### config.mk
export PLATFORM = sky130hd
export DESIGN_NAME = ext_bus_seq
export DESIGN_NICKNAME = d
export VERILOG_FILES = /design/src/rtl/ebs_pkg.sv /design/src/rtl/ebs_timing_reg.sv /design/src/rtl/ebs_len_sel.sv /design/src/rtl/ebs_seq.sv /design/src/rtl/ebs_lane.sv /design/src/rtl/ext_bus_seq.sv
export SDC_FILE = /design/constraint.sdc
export NUM_CORES = 1
export LEC_CHECK = 0
export CAP_MARGIN = 40
export CORE_MARGIN = 1.5
export CORE_UTILIZATION = 40
export CTS_BUF_LIST = sky130_fd_sc_hd__clkbuf_8
export CTS_CLUSTER_DIAMETER = 150
export DETAILED_ROUTE_END_ITERATION = 10
export HOLD_SLACK_MARGIN = 0.06
export PLACE_DENSITY = 0.78
export SLEW_MARGIN = 0
export SYNTH_ARGS = -nofsm -noshare
export SYNTH_HDL_FRONTEND = slang
export SYNTH_SLANG_ARGS = --single-unit
### constraint.sdc
create_clock -name clk -period 2.5 [get_ports clk]
set_clock_uncertainty 0.15 [all_clocks]
set_input_delay 0.5 -clock clk [delete_from_list [all_inputs] [get_ports clk]]
set_output_delay 0.5 -clock clk [all_outputs]
set_load 0.01 [all_outputs]
### src/rtl/ebs_pkg.sv
package ebs_pkg;

    // Timing register layout; field positions are fixed by the register map
    typedef struct packed {
        logic [1:0] wr_tail;   // 7:6 write, second half without ALE
        logic [1:0] wr_ale;    // 5:4 write with ALE phase
        logic [1:0] rd_tail;   // 3:2 read, second half without ALE
        logic [1:0] rd_ale;    // 1:0 read with ALE phase
    } bus_timing_t;

    localparam bus_timing_t TIMING_RST = 8'hFF;

    localparam int SPAN_W = 3;

    typedef enum logic [1:0] {
        ST_IDLE,
        ST_ALE,
        ST_STB,
        ST_HOLD
    } seq_state_e;

    // Number of strobe clocks for one byte/word cycle.
    // ALE cycles: total length code+2, minus the ALE clock.
    // Tail cycles: read code+1, write code+2.
    function automatic logic [SPAN_W-1:0] strobe_span(
        input bus_timing_t t,
        input logic        is_wr,
        input logic        tail
    );
        logic [1:0]        c;
        logic [SPAN_W-1:0] base;
        if (tail) begin
            c    = is_wr ? t.wr_tail : t.rd_tail;
            base = is_wr ? SPAN_W'(2) : SPAN_W'(1);
        end else begin
            c    = is_wr ? t.wr_ale : t.rd_ale;
            base = SPAN_W'(1);
        end
        return base + SPAN_W'(c);
    endfunction

endpackage

### src/rtl/ebs_timing_reg.sv
module ebs_timing_reg
    import ebs_pkg::*;
(
    input  logic        clk,
    input  logic        rst,
    input  logic        cfg_we,
    input  logic [7:0]  cfg_wdata,
    output bus_timing_t timing_o
);

    bus_timing_t timing_q;

    always_ff @(posedge clk) begin
        if (rst) begin
            timing_q <= TIMING_RST;
        end else if (cfg_we) begin
            timing_q <= bus_timing_t'(cfg_wdata);
        end
    end

    assign timing_o = timing_q;

endmodule

### src/rtl/ebs_len_sel.sv
module ebs_len_sel
    import ebs_pkg::*;
(
    input  bus_timing_t       timing_i,
    input  logic              is_wr,
    output logic [SPAN_W-1:0] ale_span_o,
    output logic [SPAN_W-1:0] tail_span_o
);

    assign ale_span_o  = strobe_span(timing_i, is_wr, 1'b0);
    assign tail_span_o = strobe_span(timing_i, is_wr, 1'b1);

endmodule

### src/rtl/ebs_seq.sv
module ebs_seq
    import ebs_pkg::*;
(
    input  logic        clk,
    input  logic        rst,
    input  logic        req_valid,
    input  logic        req_word,
    input  logic        req_write,
    input  logic        bus16,
    input  logic        hold_en,
    input  bus_timing_t timing_i,
    output logic        req_ready,
    output logic        accept_o,
    output logic        ale_o,
    output logic        rd_o,
    output logic        wr_o,
    output logic        doe_o,
    output logic        active_o,
    output logic        half_o,
    output logic        split_o,
    output logic        capture_o,
    output logic        done_o
);

    seq_state_e        state_q;
    logic [SPAN_W-1:0] cnt_q;
    logic              half_q;
    logic              wr_q;
    logic              split_q;
    logic              hold_q;
    logic              done_q;
    bus_timing_t       tim_q;

    logic [SPAN_W-1:0] ale_span;
    logic [SPAN_W-1:0] tail_span;
    logic              last_stb;
    logic              end_cyc;
    logic              go_tail;
    logic              go_idle;

    ebs_len_sel u_len (
        .timing_i    (tim_q),
        .is_wr       (wr_q),
        .ale_span_o  (ale_span),
        .tail_span_o (tail_span)
    );

    assign accept_o = req_valid && (state_q == ST_IDLE);
    assign last_stb = (state_q == ST_STB) && (cnt_q == SPAN_W'(1));
    assign end_cyc  = (last_stb && !hold_q) || (state_q == ST_HOLD);
    assign go_tail  = end_cyc && split_q && !half_q;
    assign go_idle  = end_cyc && !go_tail;

    always_ff @(posedge clk) begin
        if (rst) begin
            state_q <= ST_IDLE;
            cnt_q   <= '0;
            half_q  <= 1'b0;
            wr_q    <= 1'b0;
            split_q <= 1'b0;
            hold_q  <= 1'b0;
            done_q  <= 1'b0;
            tim_q   <= TIMING_RST;
        end else begin
            done_q <= go_idle;
            unique case (state_q)
                ST_IDLE: begin
                    if (accept_o) begin
                        state_q <= ST_ALE;
                        half_q  <= 1'b0;
                        wr_q    <= req_write;
                        split_q <= req_word && !bus16;
                        hold_q  <= hold_en && req_write;
                        tim_q   <= timing_i;
                    end
                end
                ST_ALE: begin
                    state_q <= ST_STB;
                    cnt_q   <= ale_span;
                end
                ST_STB: begin
                    if (last_stb) begin
                        if (hold_q) begin
                            state_q <= ST_HOLD;
                        end else if (go_tail) begin
                            half_q  <= 1'b1;
                            cnt_q   <= tail_span;
                        end else begin
                            state_q <= ST_IDLE;
                        end
                    end else begin
                        cnt_q <= cnt_q - SPAN_W'(1);
                    end
                end
                ST_HOLD: begin
                    if (go_tail) begin
                        state_q <= ST_STB;
                        half_q  <= 1'b1;
                        cnt_q   <= tail_span;
                    end else begin
                        state_q <= ST_IDLE;
                    end
                end
                default: state_q <= ST_IDLE;
            endcase
        end
    end

    assign req_ready = (state_q == ST_IDLE);
    assign ale_o     = (state_q == ST_ALE);
    assign rd_o      = (state_q == ST_STB) && !wr_q;
    assign wr_o      = (state_q == ST_STB) && wr_q;
    assign doe_o     = wr_q && ((state_q == ST_STB) || (state_q == ST_HOLD));
    assign active_o  = (state_q != ST_IDLE);
    assign half_o    = half_q;
    assign split_o   = split_q;
    assign capture_o = last_stb && !wr_q;
    assign done_o    = done_q;


    strobe_excl_chk: assert property (@(posedge clk) disable iff (rst)
        !(rd_o && wr_o));


    ale_single_chk: assert property (@(posedge clk) disable iff (rst)
        ale_o |=> (!ale_o && (rd_o || wr_o)));


    done_pulse_chk: assert property (@(posedge clk) disable iff (rst)
        done_o |=> !done_o);


    busy_no_ready_chk: assert property (@(posedge clk) disable iff (rst)
        (ale_o || rd_o || wr_o) |-> !req_ready);


    hold_after_wr_chk: assert property (@(posedge clk) disable iff (rst)
        (doe_o && !wr_o) |-> $past(wr_o));

endmodule

### src/rtl/ebs_lane.sv
module ebs_lane #(
    parameter int AW     = 16,
    parameter int DATA_W = 16
) (
    input  logic              clk,
    input  logic              rst,
    input  logic              accept,
    input  logic [AW-1:0]     req_addr,
    input  logic [DATA_W-1:0] req_wdata,
    input  logic              req_word,
    input  logic              bus16,
    input  logic              active,
    input  logic              half,
    input  logic              split,
    input  logic              doe,
    input  logic              capture,
    input  logic [DATA_W-1:0] bus_din,
    output logic [AW-1:0]     bus_addr,
    output logic [DATA_W-1:0] bus_dout,
    output logic [DATA_W-1:0] rdata
);

    localparam int LANE_W = DATA_W / 2;

    logic [AW-1:0]     addr_q;
    logic [DATA_W-1:0] wdata_q;
    logic              wide_q;
    logic [DATA_W-1:0] rdata_q;

    always_ff @(posedge clk) begin
        if (rst) begin
            addr_q  <= '0;
            wdata_q <= '0;
            wide_q  <= 1'b0;
        end else if (accept) begin
            addr_q  <= req_addr;
            wdata_q <= req_wdata;
            wide_q  <= req_word && bus16;
        end
    end

    always_ff @(posedge clk) begin
        if (rst) begin
            rdata_q <= '0;
        end else if (capture) begin
            if (wide_q) begin
                rdata_q <= bus_din;
            end else if (half) begin
                rdata_q[DATA_W-1:LANE_W] <= bus_din[LANE_W-1:0];
            end else begin
                rdata_q <= {{LANE_W{1'b0}}, bus_din[LANE_W-1:0]};
            end
        end
    end

    always_comb begin
        bus_addr = '0;
        if (active) begin
            bus_addr = split ? {addr_q[AW-1:1], half} : addr_q;
        end
    end

    always_comb begin
        bus_dout = '0;
        if (doe) begin
            if (wide_q) begin
                bus_dout = wdata_q;
            end else begin
                bus_dout = {{LANE_W{1'b0}},
                            half ? wdata_q[DATA_W-1:LANE_W] : wdata_q[LANE_W-1:0]};
            end
        end
    end

    assign rdata = rdata_q;


    tail_addr_odd_chk: assert property (@(posedge clk) disable iff (rst)
        (active && split && half) |-> bus_addr[0]);

endmodule

### src/rtl/ext_bus_seq.sv
module ext_bus_seq
    import ebs_pkg::*;
#(
    parameter int AW     = 16,
    parameter int DATA_W = 16
) (
    input  logic              clk,
    input  logic              rst,
    input  logic              cfg_we,
    input  logic [7:0]        cfg_wdata,
    input  logic              bus16_mode,
    input  logic              wr_hold_en,
    input  logic              req_valid,
    output logic              req_ready,
    input  logic [AW-1:0]     req_addr,
    input  logic [DATA_W-1:0] req_wdata,
    input  logic              req_word,
    input  logic              req_write,
    output logic              done,
    output logic [DATA_W-1:0] rdata,
    output logic              bus_ale,
    output logic              bus_rd,
    output logic              bus_wr,
    output logic [AW-1:0]     bus_addr,
    output logic [DATA_W-1:0] bus_dout,
    output logic              bus_doe,
    input  logic [DATA_W-1:0] bus_din
);

    bus_timing_t timing;
    logic        accept;
    logic        active;
    logic        half;
    logic        split;
    logic        capture;

    ebs_timing_reg u_treg (
        .clk       (clk),
        .rst       (rst),
        .cfg_we    (cfg_we),
        .cfg_wdata (cfg_wdata),
        .timing_o  (timing)
    );

    ebs_seq u_seq (
        .clk       (clk),
        .rst       (rst),
        .req_valid (req_valid),
        .req_word  (req_word),
        .req_write (req_write),
        .bus16     (bus16_mode),
        .hold_en   (wr_hold_en),
        .timing_i  (timing),
        .req_ready (req_ready),
        .accept_o  (accept),
        .ale_o     (bus_ale),
        .rd_o      (bus_rd),
        .wr_o      (bus_wr),
        .doe_o     (bus_doe),
        .active_o  (active),
        .half_o    (half),
        .split_o   (split),
        .capture_o (capture),
        .done_o    (done)
    );

    ebs_lane #(
        .AW     (AW),
        .DATA_W (DATA_W)
    ) u_lane (
        .clk       (clk),
        .rst       (rst),
        .accept    (accept),
        .req_addr  (req_addr),
        .req_wdata (req_wdata),
        .req_word  (req_word),
        .bus16     (bus16_mode),
        .active    (active),
        .half      (half),
        .split     (split),
        .doe       (bus_doe),
        .capture   (capture),
        .bus_din   (bus_din),
        .bus_addr  (bus_addr),
        .bus_dout  (bus_dout),
        .rdata     (rdata)
    );

endmodule

# ---- Yosys cells after proc, flatten, opt, wreduce, memory -nomap -nowiden
# Cells that the tools add are included.
dict set report classes {
  n_addsub 3
  n_eq_ne 10
  mux 26
  n_reduce_logical 29
}
# cell count
set op_table {}
lappend op_table {{two-way mux 16 bit} 4}
lappend op_table {{two-way mux 8 bit} 3}
lappend op_table {{two-way mux 2 bit} 8}
lappend op_table {{logical AND 1 bit} 13}
lappend op_table {{two-way mux 3 bit} 3}
lappend op_table {{one-hot mux 3 bit (3 select lines)} 1}
lappend op_table {{one-hot mux 2 bit (4 select lines)} 1}
lappend op_table {{inequality test 2 x 1 -> 1 bit, second input constant} 3}
lappend op_table {{AND reduction 2 bit} 3}
lappend op_table {{nonzero test 3 bit} 2}
lappend op_table {{logical NOT 1 bit} 5}
lappend op_table {{two-way mux 1 bit} 5}
lappend op_table {{equality test 2 bit, second input constant} 2}
lappend op_table {{AND reduction 4 bit} 1}
lappend op_table {{adder 1 x 2 -> 3 bit, first input constant} 1}
lappend op_table {{adder 2 x 2 -> 3 bit} 1}
lappend op_table {{equality test 3 x 1 -> 1 bit, second input constant} 1}
lappend op_table {{inequality test 3 x 2 -> 1 bit, second input constant} 1}
lappend op_table {{inequality test 3 bit, second input constant} 1}
lappend op_table {{one-hot mux 1 bit (3 select lines)} 1}
lappend op_table {{AND reduction 3 bit} 1}
lappend op_table {{subtractor 3 x 1 -> 3 bit, second input constant} 1}
lappend op_table {{equality test 2 x 1 -> 1 bit, second input constant} 1}
lappend op_table {{logical NOT 2 bit} 1}
lappend op_table {{other kinds (3)} 4}
dict set report word_totals {
  register_bits 75
  in_bits 64
  output_inout_bits 54
  elab_cells 88
}

# ---- Longest topological paths before layout
# Gate-level depths: netlist (run 1).
dict set report depth {
  depth_word 10
  depth_mapped 8
  depth_no_buf 6
}

# ---- By module
# Synthesis (run 1) repeated with hierarchy kept, for this count alone.
dict set report unflattened {
  hier_cells 392
  hier_area_um2 3594.7
}
# mod instances cells_each area_per_inst_um2 seq_area_each_um2
set modules_own_cells {}
lappend modules_own_cells {ebs_lane 1 236 2288.4 980.9}
lappend modules_own_cells {ebs_seq 1 119 908.4 360.3}
lappend modules_own_cells {ebs_timing_reg 1 26 302.8 160.2}
lappend modules_own_cells {ebs_len_sel 1 11 95.1 0.0}

# ---- Least setup slack after synthesis (run 1)
# Ideal clock, no wire load.
dict set report synth_path {
  kind {reg-to-reg}
  from {register u_seq.wr_q}
  to {register u_seq.cnt_q[1]}
  setup_time_ns 0.140
  arrival_ns 1.652
  required_ns 2.210
  setup_slack_ns 0.558
  path_stages_with_launch 7
  path_buffers 1
  period_less_slack_ns 1.942
  cell_sequence {dfxtp_1 -> buf_6 -> mux2_2 -> ha_1 -> nor2b_1 -> a2111oi_1 -> a2111oi_2}
}
dict set report synth_via {
  elab_chain_cells 6
  elab_cells_between_ends 9
  classes_between {add/sub: 2; mux: 7}
}
# element line
set synth_rtl {}
lappend synth_rtl {{start: declaration} ebs_seq.sv:28} ;# logic wr_q;
lappend synth_rtl {{start signal: assignment} ebs_seq.sv:71} ;# wr_q <= req_write;
lappend synth_rtl {{two-way mux 2 bit (on tied branches)} {ebs_pkg.sv:34, ebs_pkg.sv:33}}
lappend synth_rtl {{adder 2 x 2 -> 3 bit} ebs_pkg.sv:39} ;# return base + SPAN_W'(c);
lappend synth_rtl {{two-way mux 3 bit} {ebs_seq.sv:85, ebs_seq.sv:96}}
lappend synth_rtl {{two-way mux 3 bit} ebs_seq.sv:83} ;# if (hold_q) begin
lappend synth_rtl {{two-way mux 3 bit} ebs_seq.sv:82} ;# if (last_stb) begin
lappend synth_rtl {{one-hot mux 3 bit (3 select lines) (*)} ebs_seq.sv:66} ;# unique case (state_q)
lappend synth_rtl {{end signal: assignment} ebs_seq.sv:87} ;# cnt_q <= tail_span;
lappend synth_rtl {{end signal: assignment} ebs_seq.sv:92} ;# cnt_q <= cnt_q - SPAN_W'(1);
lappend synth_rtl {{end signal: assignment} ebs_seq.sv:99} ;# cnt_q <= tail_span;
lappend synth_rtl {{end: declaration} ebs_seq.sv:26} ;# logic [SPAN_W-1:0] cnt_q;
# Every way passes the cells marked *; elsewhere a longest branch is shown, timed or not. The select of a mux whose other input is x is not followed.
# A chain may end at the register's enable or synchronous reset.

# ---- Worst setup path after layout (run 1)
dict set report layout_path {
  from {register u_seq.half_q (netlist: u_seq.half_o)}
  to {output port bus_dout[7]}
}
dict set report layout_via {
  elab_chain_cells 3
}
# element line
set layout_rtl {}
lappend layout_rtl {{start: declaration} ebs_seq.sv:27} ;# logic half_q;
lappend layout_rtl {{start signal: assignment} ebs_seq.sv:58} ;# half_q <= 1'b0;
lappend layout_rtl {{start signal: assignment} ebs_seq.sv:70} ;# half_q <= 1'b0;
lappend layout_rtl {{start signal: assignment} ebs_seq.sv:86} ;# half_q <= 1'b1;
lappend layout_rtl {{two-way mux 8 bit} ebs_lane.sv:70} ;# half ? wdata_q[DATA_W-1:LANE_W] : wdata_q[LANE_W-1:0]};
lappend layout_rtl {{two-way mux 16 bit} ebs_lane.sv:66} ;# if (wide_q) begin
lappend layout_rtl {{two-way mux 16 bit} ebs_lane.sv:65} ;# if (doe) begin
lappend layout_rtl {{end: declaration} ext_bus_seq.sv:25} ;# output logic [DATA_W-1:0] bus_dout,
# No other way between the ends.

==> impl_metrics.csv, run 1 <==
group,metric,value,unit
status,status,"completed",
power_and_ir_drop,p_per_area,572,mW/mm2
power_and_ir_drop,clockPowerShare,0.372,
clock_network,cts_tree,"done",
synth,netlist.area_leader.share,0.444,
synth,yosysTopAreaCell,"dfxtp_1",
synth,syn_nets,492,
worst_setup_path,arrival,1.78,ns
final_layout,num-fill-cells,751,
final_layout,drive_above_1_share,0.0904,
synth,synth_top_cells_by_area,"dfxtp_1 44%, nand2_1 13%, a21oi_1 8.1%",
global_routing,track_usage,0.201,
final_layout,mostFrequentLayoutCell,"nand2_1",
clock_network,hold_buffers,0,
drt,vias,3309,
timing,fin_hold_ws,0.301,ns
clock_network,cts_buffers,9,
clock_network,clock_path_buffers,2,
timing,fin_crit_sh,0.974,
final_layout,seq_area,0.00151,mm2
clock_network,cts.sink_count,75,
timing,worst_pin_slew,0.547,ns
global_routing,antenna_found_initial,0,
synth,syn_area_per_cell,7.98,um2
placement,dp.cells,631,
power_and_ir_drop,combPwrFrac,0.162,
drt,wl_per_cell,14.0,um
synth,synth_cell_types,44,
power_and_ir_drop,seqPwrFrac,0.467,
floorplanning,die_w,95.0,um
floorplanning,die_area,0.00902,mm2
synth,synth_warnings,0,
global_routing,grt_pass1_vias,3130,
drt,drt_pass1_iterations,7,
drt,drt-total-wl,9090,um
timing,drv_slew,0,
global_routing,grt_pass1_wl,14300,um
timing,fmax,411,MHz
clock_network,clk_pin_slew,0.08,ns
global_routing,overflow,0,
drt,drc,0,
worst_setup_path,worstSetupPathType,"reg2out",
final_layout,layout_common_cells,"121 x nand2_1, 110 x clkdlybuf4s50_1, 71 x dfxtp_1",
timing,rsz0062_at_grt,"no",
floorplanning,num_rows,33,
timing,period_minus_slack,2.43,ns
final_layout,final_nets,605,
power_and_ir_drop,p_int,2.10,mW
power_and_ir_drop,worst_ir_drop_vdd,0.000406,V
flow_run,drv_cap,0,
placement,io_buffers,117,
timing,hold_viol_final,0,
floorplanning,start_util,0.412,
clock_network,htreeDepth,3,
final_layout,syn_to_final_growth,44.6,%
timing,finalSetupViolCount,0,
placement,hpwl,6620,um
synth,synth.yosys.seq_area_share,0.444,
power_and_ir_drop,switching_share,0.249,
floorplanning,die_h,95.0,um
final_layout,multi_input_area,0.00170,mm2
power_and_ir_drop,p_leak,2.02,nW
clock_network,ctsRootBufferMaster,"clkbuf_8",
synth,syn_inst,424,
drt,viasPerCell,5.11,
synth,ys_ff_latch,75,
worst_setup_path,end_kind,"output pin",
drt,postRouteAntennaNets,0,
global_routing,grt_max_degree,29,
final_layout,diodes,0,
synth,synth.cell_area,0.00338,mm2
floorplanning,io_pins,118,
placement,gp_congestion,0.931,
worst_setup_path,worstPathRequired,1.85,ns
worst_setup_path,cp_max_fo,8,
final_layout,stdcell_count,647,
clock_network,clk_latency,0.34,ns
drt,drt_iter0_markers,165,
worst_hold_path,hp-class,"reg2reg",
timing,slew-limit-headroom,0.635,
final_layout,utilization,0.596,
floorplanning,design.core.area,0.00822,mm2
worst_setup_path,startpoint_type,"register",
power_and_ir_drop,p_sw,696,uW
-- stage by stage --
stage	instance area, um2	power (mW)	TNS (ns)	setup WS, ns
2_1_floorplan	3380	1.58	0	0.558
3_3_place_gp	4630	1.77	0	0.270
3_5_place_dp	4630	1.78	0	0.204
4_1_cts	4860	2.82	-0.0106	-0.0106
5_1_grt	4890	2.93	0	0.00645
6_report	4890	2.80	0	0.0656
-- worst max-delay path, cell delays in order, from the launching register on --
cell and delay, ns:
dfxtp_4 0.39, nor2b_1 0.13, buf_4 0.16, nand2_1 0.06, a21oi_1 0.13, clkdlybuf4s50_1 0.57
-- synthesized netlist by cell type (all sizes together) --
| library cell | number |
|---|---|
| o31ai | 1 |
| a211oi | 11 |
| fa | 1 |
| mux2i | 18 |
| nor4 | 1 |
| a221o | 1 |
| nor3b | 1 |
| and3 | 9 |
| and2 | 2 |
| dfxtp | 75 |
| nor2 | 31 |
| or3 | 1 |
| a21oi | 55 |
| nand2b | 4 |
| and2b | 1 |
| o22ai | 2 |
| o211ai | 1 |
| a31oi | 2 |
| clkinv | 1 |
| a221oi | 2 |
| a21o | 1 |
| o211a | 1 |
| clkbuf | 10 |
| nor3 | 3 |
| nor2b | 20 |
| nand2 | 122 |
| ha | 3 |
| nand3 | 11 |
| a32o | 1 |
| a2111oi | 2 |
| inv | 6 |
| buf | 20 |
| nand3b | 1 |
| mux2 | 2 |
| a2bb2oi | 1 |
-- cells by family (layout without fill, tap and decap cells) --
group,Yosys count,in the layout,synth area share
AND/OR/NAND/NOR,207,207,0.272
AO/OA/AOI/OAI,81,81,0.151
flip-flops,75,75,0.444
buffers and inverters,37,155,0.0566
multiplexers,20,20,0.0599
adder cells (fa/ha/maj),4,4,0.0170
-- per-layer routing --
layer	part of all wire	wire, um	global-route usage	up-vias
li1	-	-	-	1640
met1	0.44	4020	0.258	1520
met2	0.46	4220	0.330	134
met3	0.079	720	0.0419	15
met4	0.014	127	0.0796	0
met5	0	0	0	-
-- sequential cells by signal, indices dropped and copies added (netlist names) --
signal / count
u_seq.split_o: 1
u_lane.wdata_q: 16
u_lane.rdata: 16
u_seq.wr_q: 1
u_seq.half_o: 1
u_seq.state_q: 2
u_treg.timing_o: 8
u_lane.wide_q: 1
u_seq.tim_q: 8
u_seq.hold_q: 1
u_seq.done_o: 1
u_seq.cnt_q: 3
u_lane.addr_q: 16
-- power by group through the flow --
stage	logic (mW)	registers [mW]	clock network, mW
3_5_place_dp	0.449	1.33	0
2_1_floorplan	0.263	1.32	0
4_1_cts	0.452	1.31	1.07
3_3_place_gp	0.444	1.33	0
5_1_grt	0.501	1.31	1.11
6_report	0.452	1.31	1.04
-- layout make-up --
cell class | count | area share
clock inverters | 5 | 0.0156
repair buffers | 132 | 0.264
inverters | 7 | 0.00537
flip-flops and latches | 75 | 0.309
multi-input cells | 312 | 0.348
clock buffers | 11 | 0.0309
well taps | 105 | 0.0268
-- timing repair --
item,4_1_cts,5_1_grt
resized for setup,4,12
setup endpoints to repair,18,30
buffers inserted,0,0
gates cloned,0,0
pin swaps,0,0
-- worst paths after layout --
check / slack, ns / start / cells after the start / endpoint
max reg2reg: 0.40 / u_seq.cnt_q[1]$_SDFFE_PP0P_ / 6 / u_lane.rdata[12]$_SDFFE_PP0P_
min reg2reg: 0.30 / u_lane.addr_q[8]$_SDFFE_PP0P_ / 2 / u_lane.addr_q[8]$_SDFFE_PP0P_
min: 0.30 / u_lane.addr_q[8]$_SDFFE_PP0P_ / 2 / u_lane.addr_q[8]$_SDFFE_PP0P_
max: 0.07 / u_seq.half_o$_SDFFE_PP0P_ / 5 / bus_dout[7]
(Power assumes the default switching activity.)
==> inputs of run 2 (changes only) <==
--- a/config.mk
+++ b/config.mk
@@ -5,14 +5,14 @@
 export SDC_FILE = /design/constraint.sdc
 export NUM_CORES = 1
 export LEC_CHECK = 0
-export CAP_MARGIN = 40
 export CORE_MARGIN = 1.5
 export CORE_UTILIZATION = 40
 export CTS_BUF_LIST = sky130_fd_sc_hd__clkbuf_8
 export CTS_CLUSTER_DIAMETER = 150
 export DETAILED_ROUTE_END_ITERATION = 10
 export HOLD_SLACK_MARGIN = 0.06
-export PLACE_DENSITY = 0.78
+export PLACE_DENSITY = 0.81
+export SETUP_SLACK_MARGIN = 0.15
 export SLEW_MARGIN = 0
 export SYNTH_ARGS = -nofsm -noshare
 export SYNTH_HDL_FRONTEND = slang
==> constraint.sdc (replaced) <==
create_clock -name clk -period 2 [get_ports clk]
set_clock_uncertainty 0.15 [all_clocks]
set_input_delay 0.4 -clock clk [delete_from_list [all_inputs] [get_ports clk]]
set_output_delay 0.4 -clock clk [all_outputs]
set_load 0.01 [all_outputs]
==> impl_metrics.csv, run 2 (synthesized netlist as in run 1, its figures left out) <==
group,metric,value,unit
worst_setup_path,reg2reg_slack,-0.008,ns
final_layout,final_cell_area,0.00533,mm2
worst_hold_path,min_from,"u_lane.addr_q[3]$_SDFFE_PP0P_",
worst_setup_path,worstPathRequired,2.11,ns
global_routing,grt_max_degree,59,
clock_network,cts_tree,"done",
global_routing,grt_pass1_vias,3272,
floorplanning,io_pins,118,
clock_network,clk_pin_slew,0.08,ns
worst_setup_path,path_delay_family,"simple AND/OR/NAND/NOR gates",
power_and_ir_drop,p_per_area,634,mW/mm2
worst_setup_path,worstSetupPathType,"reg2reg",
worst_setup_path,r2r.worst_path.cells,7,
power_and_ir_drop,p_sw,949,uW
drt,wl_met1,4340,um
timing,hold_viol_final,0,
clock_network,hold_buffers,0,
drt,top_layer,"met4",
drt,vias,3423,
final_layout,syn_to_final_growth,57.5,%
drt,drc,0,
drt,wl_met2,4760,um
clock_network,clock_path_buffers,2,
drt,wl_per_cell,14.6,um
worst_hold_path,hp-class,"reg2reg",
final_layout,layout_common_cells,"114 x nand2_1, 79 x clkdlybuf4s50_1, 70 x dfxtp_1",
status,violations,"setup timing",
flow_run,drv_cap,0,
status,status,"finished, violations left",
global_routing,grt_pass1_wl,15300,um
placement,placed_cell_area,0.00474,mm2
worst_setup_path,end_kind,"register",
floorplanning,num_rows,33,
power_and_ir_drop,seqPwrFrac,0.485,
worst_setup_path,arrival,2.12,ns
power_and_ir_drop,worst_ir_drop_vdd,0.000420,V
final_layout,final_nets,632,
power_and_ir_drop,p_int,2.43,mW
worst_setup_path,max_stage_delay,0.37,ns
worst_setup_path,worstPathCellList,"buf_6, nand2b_4, fa_2, nor2_1, a31oi_1, or3_1, a221oi_2",
drt,postRouteAntennaNets,0,
final_layout,drive_above_1_share,0.272,
drt,drt_pass1_iterations,4,
timing,period_minus_slack,2.01,ns
worst_hold_path,hold-path-endpoint,"u_lane.addr_q[3]$_SDFFE_PP0P_",
clock_network,htreeDepth,3,
placement,pre_cts_ws,-0.0631,ns
floorplanning,design.core.area,0.00822,mm2
timing,fin_hold_ws,0.302,ns
placement,hpwl,6690,um
power_and_ir_drop,p_leak,2.22,nW
timing,rsz0062_at_grt,"yes",
final_layout,diodes,0,
power_and_ir_drop,switching_share,0.281,
worst_setup_path,worstReg2RegStart,"u_seq.wr_q$_SDFFE_PP0P_",
final_layout,num-fill-cells,686,
clock_network,cts_buffers,9,
worst_setup_path,crit_buf_inv,1,
worst_setup_path,cpMaxStageDelayCell,"fa_2",
drt,drt-total-wl,9830,um
global_routing,track_usage,0.218,
floorplanning,die_w,95.0,um
final_layout,multi_input_area,0.00197,mm2
timing,fmax,498,MHz
drt,drt_iter0_markers,142,
worst_hold_path,whs_path_depth,2,
timing,worst_pin_slew,0.468,ns
timing,fin_ws,-0.00829,ns
worst_setup_path,startpoint_type,"register",
global_routing,antenna_found_initial,0,
clock_network,ctsRootBufferMaster,"clkbuf_8",
final_layout,utilization,0.649,
power_and_ir_drop,p_total,3.38,mW
timing,slew-limit-headroom,0.687,
worst_setup_path,regToRegEndpoint,"u_seq.cnt_q[2]$_SDFFE_PP0P_",
timing,fin_crit_sh,1.00,
clock_network,cts.sink_count,75,
placement,io_buffers,117,
timing,finalSetupViolCount,1,
final_layout,seq_area,0.00151,mm2
placement,gp_congestion,0.928,
floorplanning,die_area,0.00902,mm2
final_layout,mostFrequentLayoutCell,"nand2_1",
floorplanning,start_util,0.412,
worst_setup_path,cp_max_fo,6,
global_routing,overflow,0,
floorplanning,die_h,95.0,um
timing,drv_slew,0,
power_and_ir_drop,clockPowerShare,0.302,
drt,viasPerCell,5.08,
drt,wl_met3,613,um
clock_network,clk_latency,0.34,ns
worst_setup_path,startpoint,"u_seq.wr_q$_SDFFE_PP0P_",
power_and_ir_drop,combPwrFrac,0.214,
run 2: cell types whose count changed in the layout (fill, tap and decap cells not counted), moves of 8 or more:
cell,change
buf_6,+31
and3_1,-8
nor2b_4,+8
clkdlybuf4s50_1,-31
buf_2,+17
and3_4,+8
run 2: layer usage:
metal / global-route usage / vias to the layer above
met4: 0.0808 / 0
met5: 0 / -
met3: 0.0564 / 13
met1: 0.259 / 1608
li1: - / 1695
met2: 0.374 / 107
run 2: timing repair:
action	in CTS	in global routing
pin swaps	13	13
gates resized for setup	194	63
setup endpoints to repair	45	49
gates cloned	1	0
setup buffers	13	4
run 2: worst min-delay path: stages, from the launching register on:
cell and delay, ns:
dfxtp_1 0.31, nand2_1 0.05, a21oi_1 0.05
run 2: through the flow:
step,instances,TNS [ns]
after detailed placement,640,-0.299
after floorplan,424,0
after global placement,640,-0.00757
after global routing,674,-0.218
after CTS,670,-0.0554
final,674,-0.00829
run 2: how the worst max path moves through the flow:
stage | end | slack, ns | cells past startpoint
floorplan | u_seq.cnt_q[2]$_SDFFE_PP0P_ | 0.14 | 7
global placement | bus_dout[3] | -0.007 | 4
detailed placement | bus_dout[3] | -0.06 | 4
CTS | bus_dout[3] | -0.06 | 4
global route | u_seq.cnt_q[2]$_SDFFE_PP0P_ | -0.12 | 7
finish | u_seq.cnt_q[2]$_SDFFE_PP0P_ | -0.008 | 7
run 2: power by group through the flow:
| stage | Clock (mW) | Combinational (mW) | Sequential (mW) |
|---|---|---|---|
| global placement | 0 | 0.584 | 1.66 |
| floorplan | 0 | 0.332 | 1.65 |
| detailed placement | 0 | 0.598 | 1.66 |
| finish | 1.02 | 0.722 | 1.64 |
| global route | 1.12 | 0.791 | 1.65 |
| CTS | 1.05 | 0.670 | 1.63 |
run 2: cell type report:
class                   count  share of cell area
well taps                 105              0.0247
flip-flops and latches     75               0.284
inverters                   7             0.00540
clock inverters             6             0.00634
multi-input cells         312               0.371
repair buffers            159               0.283
clock buffers              10              0.0258
==> inputs of run 3 (changes only) <==
--- a/config.mk
+++ b/config.mk
@@ -11,7 +11,8 @@
 export CTS_CLUSTER_DIAMETER = 150
 export DETAILED_ROUTE_END_ITERATION = 10
 export HOLD_SLACK_MARGIN = 0.06
-export PLACE_DENSITY = 0.81
+export PLACE_DENSITY = 0.75
+export REMOVE_ABC_BUFFERS = 1
 export SETUP_SLACK_MARGIN = 0.15
 export SLEW_MARGIN = 0
 export SYNTH_ARGS = -nofsm -noshare
==> impl_metrics.csv, run 3 (synthesized netlist as in run 1, its figures left out) <==
group,metric,value,unit
global_routing,grt_pass1_vias,3344,
drt,drt-total-wl,10400,um
power_and_ir_drop,seqPwrFrac,0.444,
clock_network,cts.sink_count,75,
drt,drt_pass1_iterations,4,
final_layout,utilization,0.659,
worst_setup_path,startpoint_type,"register",
power_and_ir_drop,clockPowerShare,0.347,
drt,postRouteAntennaNets,0,
clock_network,cts_buffers,9,
worst_setup_path,end_kind,"register",
power_and_ir_drop,combPwrFrac,0.209,
timing,period_minus_slack,1.98,ns
clock_network,clock_path_buffers,2,
placement,hpwl,6300,um
floorplanning,die_w,95.0,um
drt,wl_per_cell,15.2,um
timing,drv_slew,0,
timing,fmax,506,MHz
clock_network,ctsRootBufferMaster,"clkbuf_8",
worst_setup_path,worstSetupPathType,"reg2reg",
final_layout,layout_common_cells,"112 x nand2_1, 79 x clkdlybuf4s50_1, 70 x dfxtp_1",
drt,drt_iter0_markers,147,
power_and_ir_drop,p_leak,2.29,nW
worst_setup_path,worstPathRequired,2.11,ns
clock_network,htreeDepth,3,
global_routing,track_usage,0.221,
clock_network,clk_pin_slew,0.08,ns
timing,finalSetupViolCount,0,
global_routing,overflow,0,
power_and_ir_drop,p_sw,997,uW
clock_network,cts_tree,"done",
final_layout,syn_to_final_growth,60.1,%
global_routing,grt_pass1_wl,15700,um
final_layout,drive_above_1_share,0.272,
global_routing,antenna_found_initial,0,
placement,io_buffers,117,
worst_setup_path,arrival,2.09,ns
timing,slew-limit-headroom,0.694,
flow_run,drv_cap,0,
drt,vias,3508,
power_and_ir_drop,p_per_area,682,mW/mm2
timing,fin_crit_sh,0.989,
floorplanning,num_rows,33,
floorplanning,start_util,0.412,
floorplanning,io_pins,118,
final_layout,mostFrequentLayoutCell,"nand2_1",
timing,hold_viol_final,0,
drt,viasPerCell,5.17,
timing,worst_pin_slew,0.458,ns
final_layout,final_nets,637,
worst_setup_path,cp_max_fo,7,
status,status,"completed",
floorplanning,design.core.area,0.00822,mm2
power_and_ir_drop,switching_share,0.270,
global_routing,grt_max_degree,36,
final_layout,diodes,0,
power_and_ir_drop,p_total,3.69,mW
floorplanning,die_h,95.0,um
timing,fin_hold_ws,0.292,ns
worst_hold_path,hp-class,"in2reg",
power_and_ir_drop,p_int,2.69,mW
clock_network,clk_latency,0.35,ns
timing,rsz0062_at_grt,"yes",
drt,drc,0,
power_and_ir_drop,worst_ir_drop_vdd,0.000431,V
floorplanning,die_area,0.00902,mm2
placement,gp_congestion,0.863,
clock_network,hold_buffers,0,
run 3: changes by cell type in the layout (fill, tap and decap cells not counted), moves of 2 or more:
cell       delta
and3_1        +5
buf_2         +9
buf_6        -10
and3_4        -5
buf_12        +4
clkbuf_16     +3
buf_4         -3
nand2_1       -2
bufinv_16     +2
nand2_2       +2
run 3: worst paths after layout:
check	startpoint	depth (start not counted)	to	slack (ns)
min	rst	2	u_lane.addr_q[14]$_SDFFE_PP0P_	0.29
min reg2reg	u_lane.addr_q[3]$_SDFFE_PP0P_	2	u_lane.addr_q[3]$_SDFFE_PP0P_	0.31
max	u_seq.wr_q$_SDFFE_PP0P_	8	u_seq.cnt_q[2]$_SDFFE_PP0P_	0.02
max reg2reg	u_seq.wr_q$_SDFFE_PP0P_	8	u_seq.cnt_q[2]$_SDFFE_PP0P_	0.02
run 3: metal layers:
layer	GRT usage	part of all wire	up-vias
li1	-	-	1707
met1	0.275	0.42	1635
met2	0.360	0.48	143
met3	0.0620	0.076	23
met4	0.0858	0.023	0
met5	0	0	-
run 3: area by class of cell:
cell class                 instances  area, um2
multi-input combinational        313       1940
timing repair buffer             162       1570
fill                             683       2800
clock buffer                       9        124
timing repair inverter             1       7.51
clock inverter                     7       93.8
inverter                           7       28.8
tap                              105        131
sequential                        75       1520
run 3: power by group through the flow:
stage                     Clock (mW)  Sequential [mW]  Combinational [mW]
after global routing            1.37             1.65               0.834
final                           1.28             1.64               0.771
after floorplan                    0             1.66               0.269
after detailed placement           0             1.66               0.591
after CTS                       1.31             1.63               0.702
after global placement             0             1.66               0.578
run 3: worst max-delay path, cell delays in order (launching register included):
cell and delay, ns:
dfxtp_4 0.36, buf_6 0.14, nand2b_4 0.14, fa_2 0.39, buf_4 0.15, buf_4 0.12, nor2_1 0.10, a221oi_1 0.11
a221oi_2 0.24
run 3: what timing repair did:
item,in CTS,in global routing
gates cloned,2,4
resized for setup,183,53
endpoints found under the hold margin,0,0
pin swaps,9,5
setup buffers,15,5
endpoints found under the setup margin,56,63
run 3: per-stage QoR:
| step | std cells | setup WS [ns] | instance area [um2] | setup TNS [ns] |
|---|---|---|---|---|
| after floorplan | 394 | -0.714 | 3220 | -29.48 |
| after global placement | 637 | -0.0557 | 4710 | -0.276 |
| after detailed placement | 637 | -0.154 | 4710 | -1.05 |
| after CTS | 670 | 0.0303 | 5160 | 0 |
| after global routing | 679 | -0.0325 | 5420 | -0.0561 |
| final | 679 | 0.0229 | 5420 | 0 |
